[src/rtl/ep_flush_pkg.sv]
package ep_flush_pkg;

    localparam int unsigned DEF_NUM_EP = 16;

    typedef enum logic {
        LANE_IDLE   = 1'b0,
        LANE_DECIDE = 1'b1
    } lane_state_e;

    typedef struct packed {
        logic set;    // accepted write-1 request
        logic prime;  // prime strobe
        logic busy;   // packet in progress
    } lane_ctl_t;

    // A flush clears the primed bit only if no packet is active and no prime competes.
    function automatic logic flush_clears(lane_ctl_t c);
        return !c.busy && !c.prime;
    endfunction

endpackage

[src/rtl/ep_flush_wr_decode.sv]
module ep_flush_wr_decode #(
    parameter int unsigned WIDTH = 32
) (
    input  logic             wr_en_i,
    input  logic [WIDTH-1:0] wr_data_i,
    input  logic [WIDTH-1:0] pending_i,
    output logic [WIDTH-1:0] set_o
);
    // Zero bits do nothing, and ones landing on a pending bit are dropped.
    always_comb begin
        set_o = '0;
        if (wr_en_i) begin
            set_o = wr_data_i & ~pending_i;
        end
    end
endmodule

[src/rtl/ep_flush_lane.sv]
module ep_flush_lane
    import ep_flush_pkg::*;
(
    input  logic      clk,
    input  logic      rst,
    input  lane_ctl_t ctl_i,
    output logic      req_o,
    output logic      primed_o
);
    lane_state_e state_q;
    logic        primed_q;
    logic        deciding;

    assign deciding = (state_q == LANE_DECIDE);

    always_ff @(posedge clk) begin
        if (rst) begin
            state_q  <= LANE_IDLE;
            primed_q <= 1'b0;
        end else begin
            unique case (state_q)
                LANE_IDLE:   if (ctl_i.set) state_q <= LANE_DECIDE;
                LANE_DECIDE: state_q <= LANE_IDLE;
                default:     state_q <= LANE_IDLE;
            endcase
            if (ctl_i.prime) begin
                primed_q <= 1'b1;
            end else if (deciding && flush_clears(ctl_i)) begin
                primed_q <= 1'b0;
            end
        end
    end

    assign req_o    = deciding;
    assign primed_o = primed_q;
endmodule

[src/rtl/ep_flush_ctrl.sv]
module ep_flush_ctrl
    import ep_flush_pkg::*;
#(
    parameter int unsigned NUM_EP = DEF_NUM_EP
) (
    input  logic                clk,
    input  logic                rst,
    input  logic                wr_en_i,
    input  logic [2*NUM_EP-1:0] wr_data_i,
    input  logic [2*NUM_EP-1:0] prime_i,
    input  logic [2*NUM_EP-1:0] pkt_active_i,
    output logic [2*NUM_EP-1:0] flush_req_o,
    output logic [2*NUM_EP-1:0] primed_o
);
    localparam int unsigned W = 2 * NUM_EP;

    logic [W-1:0] set_vec;
    logic [W-1:0] req_vec;
    logic [W-1:0] primed_vec;

    ep_flush_wr_decode #(.WIDTH(W)) u_dec (
        .wr_en_i   (wr_en_i),
        .wr_data_i (wr_data_i),
        .pending_i (req_vec),
        .set_o     (set_vec)
    );

    for (genvar g = 0; g < W; g++) begin : g_lane
        lane_ctl_t ctl;
        always_comb begin
            ctl.set   = set_vec[g];
            ctl.prime = prime_i[g];
            ctl.busy  = pkt_active_i[g];
        end
        ep_flush_lane u_lane (
            .clk      (clk),
            .rst      (rst),
            .ctl_i    (ctl),
            .req_o    (req_vec[g]),
            .primed_o (primed_vec[g])
        );
    end

    assign flush_req_o = req_vec;
    assign primed_o    = primed_vec;
endmodule

[config.mk]
export PLATFORM = sky130hd
export DESIGN_NAME = ep_flush_ctrl
export DESIGN_NICKNAME = d
export VERILOG_FILES = /design/src/rtl/ep_flush_pkg.sv /design/src/rtl/ep_flush_wr_decode.sv /design/src/rtl/ep_flush_lane.sv /design/src/rtl/ep_flush_ctrl.sv
export SDC_FILE = /design/constraint.sdc
export NUM_CORES = 1
export LEC_CHECK = 0
export ABC_AREA = 0
export BUFFER_PORTS_ARGS = -buffer_cell sky130_fd_sc_hd__buf_2
export CORE_MARGIN = 8
export CORE_UTILIZATION = 25
export DETAILED_ROUTE_END_ITERATION = 7
export HOLD_SLACK_MARGIN = 0.1
export SYNTH_ARGS = -nofsm -noshare
export SYNTH_HDL_FRONTEND = slang
export SYNTH_SLANG_ARGS = --single-unit
[constraint.sdc]
create_clock -name clk -period 2 [get_ports clk]
set_clock_uncertainty 0.15 [all_clocks]
set_input_delay 0.6 -clock clk [delete_from_list [all_inputs] [get_ports clk]]
set_output_delay 0.6 -clock clk [all_outputs]
set_load 0.02 [all_outputs]
==> run_results.csv <==
group,metric,value,unit
power,leakagePower,1.610,nW
setup_path,critical_path_arrival,0.90,ns
synthesis,yosys_warnings,0,
floorplanning,die_y,120.3,um
finish,antennaDiodeCount,0,
clocking,clockBufferDepth,2,
placement,place_ws,0.3408,ns
synthesis,syn-instance-count,264,
synthesis,synth_seq_cells,64,
flow_run,drv_cap,0,
setup_path,worst-setup-path-type,"flop to output port",
clocking,cts_tree,"built",
clocking,cts_inserted_buffers,9,
global_route,grt_pass1_vias,2123,
route,wl,6391,um
global_route,track_usage,0.08661,
worst_hold_path,hold_class,"flop to flop",
route,ant_nets,0,
placement,io_buffers,162,
timing,slew_viol_final,0,
timing,hold_ws,0.2947,ns
floorplanning,dieArea,14460,um2
floorplanning,die_w,120.3,um
timing,grt_setup_unrepaired,"no",
finish,final_common_cell,"buf_2",
timing,setup_tns,0,ns
finish,drive_above_1_share,0.5618,
status,status,"finished, final reports clean",
timing,hold_viol_final,0,
floorplanning,row_count,38,
global_route,grt_max_degree,33,
clocking,cts-root-buf,"clkbuf_8",
route,avgViaCountPerCell,4.033,
global_route,grt_overflow,0,
timing,fin_crit_sh,0.8243,
route,drc,0,
clocking,cts_setup_buffers,0,
floorplanning,initial_core_util,0.2529,
global_route,top_usage_layer,"met2",
clocking,h-tree-depth,3,
synthesis,synth.avg_cell_area,10.29,um2
finish,layout.area.seq,1281,um2
power,pwr_density_cell,878.1,nW/um2
setup_path,cp.required,1.25,ns
synthesis,synth.distinct_cells,11,
setup_path,endpoint_kind,"output port",
synthesis,syn-num-nets,363,
setup_path,worst-path-buf-inv,1,
clocking,postCtsHoldBufs,0,
synthesis,seq_area_frac_synth,0.4715,
global_route,grt_pass1_wl,10070,um
clocking,path_clk_slew,0.07,ns
route,first_iter_violations,52,
finish,final_cell_mix,"buf_2 (162), dfxtp_1 (64), nor2_1 (49)",
route,vias,2065,
setup_path,crit_path_max_incr_delay,0.37,ns
setup_path,cpMaxStageDelayCell,"dfxtp_1",
timing,setup_viol_count_final,0,
timing,max_freq,0.6066,GHz
finish,n_fill_cell,1127,
global_route,use_met2,0.1544,
floorplanning,io_pins,163,
timing,setup_ws,0.3514,ns
finish,syn_to_final_growth,24.72,%
finish,multi_input_area,903.4,um2
setup_path,cp_top_family,"flip-flops",
route,firstDrtPassIters,3,
finish,final_nets,466,
global_route,grt_antenna_before_repair,0,
timing,slew_headroom,0.6358,
placement,place.gp.congestion,0.6988,
placement,dp_hpwl,5054,um
power,peakVddDrop,0.4311,mV
setup_path,cp-start-kind,"flop",
global_route,met1_usage,0.07895,
floorplanning,design.core.area,10750,um2
setup_path,cp_max_fo,3,
setup_path,path_cells,"buf_2",
clocking,clkLatencyLatePin,0.33,ns
timing,period_needed,1.649,ns
global_route,grt.met3_usage,0.04848,
synthesis,syn-cell-area,2718,um2
route,wl_per_cell,12.48,um
timing,worst_pin_slew,0.5462,ns
clocking,post_cts_resized,0,
clocking,clock_sinks,64,
==> final timing paths <==
path,startpoint,to,slack [ns],cells after the start
setup / recovery,g_lane[27].u_lane.req_o,flush_req_o[27],0.35,1
hold reg to reg,g_lane[8].u_lane.req_o,g_lane[8].u_lane.req_o,0.29,1
setup reg to reg,g_lane[5].u_lane.req_o,g_lane[5].u_lane.primed_o,1.07,2
hold / removal,g_lane[8].u_lane.req_o,g_lane[8].u_lane.req_o,0.29,1
==> kinds of logic (layout without fill, tap and decap cells) <==
| logic type | Yosys count | count (layout) | share of synthesized area |
|---|---|---|---|
| AND/OR/NAND/NOR | 112 | 112 | 0.2854 |
| buffers and inverters | 71 | 179 | 0.1961 |
| flip-flops | 64 | 64 | 0.4715 |
| AO/OA/AOI/OAI | 17 | 17 | 0.04696 |
==> sequential cells by signal, indices dropped and copies added, names as in the netlist <==
register,flops
g_lane.u_lane.primed_o,32
g_lane.u_lane.req_o,32
==> metal layers <==
metal	vias up	share of wire
li1	1035	-
met1	939	0.36
met2	80	0.51
met3	11	0.11
met4	0	0.016
met5	-	0
==> Yosys cell counts <==
| cell type | n | share of area |
|---|---|---|
| a211oi_1 | 17 | 0.047 |
| buf_2 | 3 | 0.0055 |
| buf_4 | 64 | 0.18 |
| buf_6 | 3 | 0.012 |
| clkbuf_1 | 1 | 0.0014 |
| dfxtp_1 | 64 | 0.47 |
| nand2b_4 | 1 | 0.0051 |
| nor2_1 | 49 | 0.068 |
| nor3_1 | 15 | 0.028 |
| nor3b_1 | 17 | 0.047 |
| nor3b_2 | 30 | 0.14 |
==> where the power goes <==
group          internal [W]  switching, W  leakage, nW
Sequential          0.00135     0.0000452        0.531
Clock              0.000698      0.000492        0.110
Combinational      0.000180      0.000211        0.969
==> final cells by class <==
| class | instances | share of cell area |
|---|---|---|
| clock buffers | 10 | 0.03765 |
| clock inverters | 6 | 0.02473 |
| multi-input cells | 129 | 0.2665 |
| flip-flops and latches | 64 | 0.3780 |
| well taps | 140 | 0.05168 |
| repair buffers | 163 | 0.2414 |
==> stage by stage <==
| step | total power (W) | cells | area [um2] | utilization |
|---|---|---|---|---|
| floorplan | 0.001733 | 264 | 2718 | - |
| detailed placement | 0.001823 | 496 | 3178 | 0.2958 |
| global placement | 0.001812 | 496 | 3178 | 0.2958 |
| global route | 0.003144 | 512 | 3390 | 0.3154 |
| finish | 0.002976 | 512 | 3390 | 0.3154 |
| CTS | 0.003054 | 512 | 3390 | 0.3154 |
No activity file was read; power rests on OpenSTA's default activity.
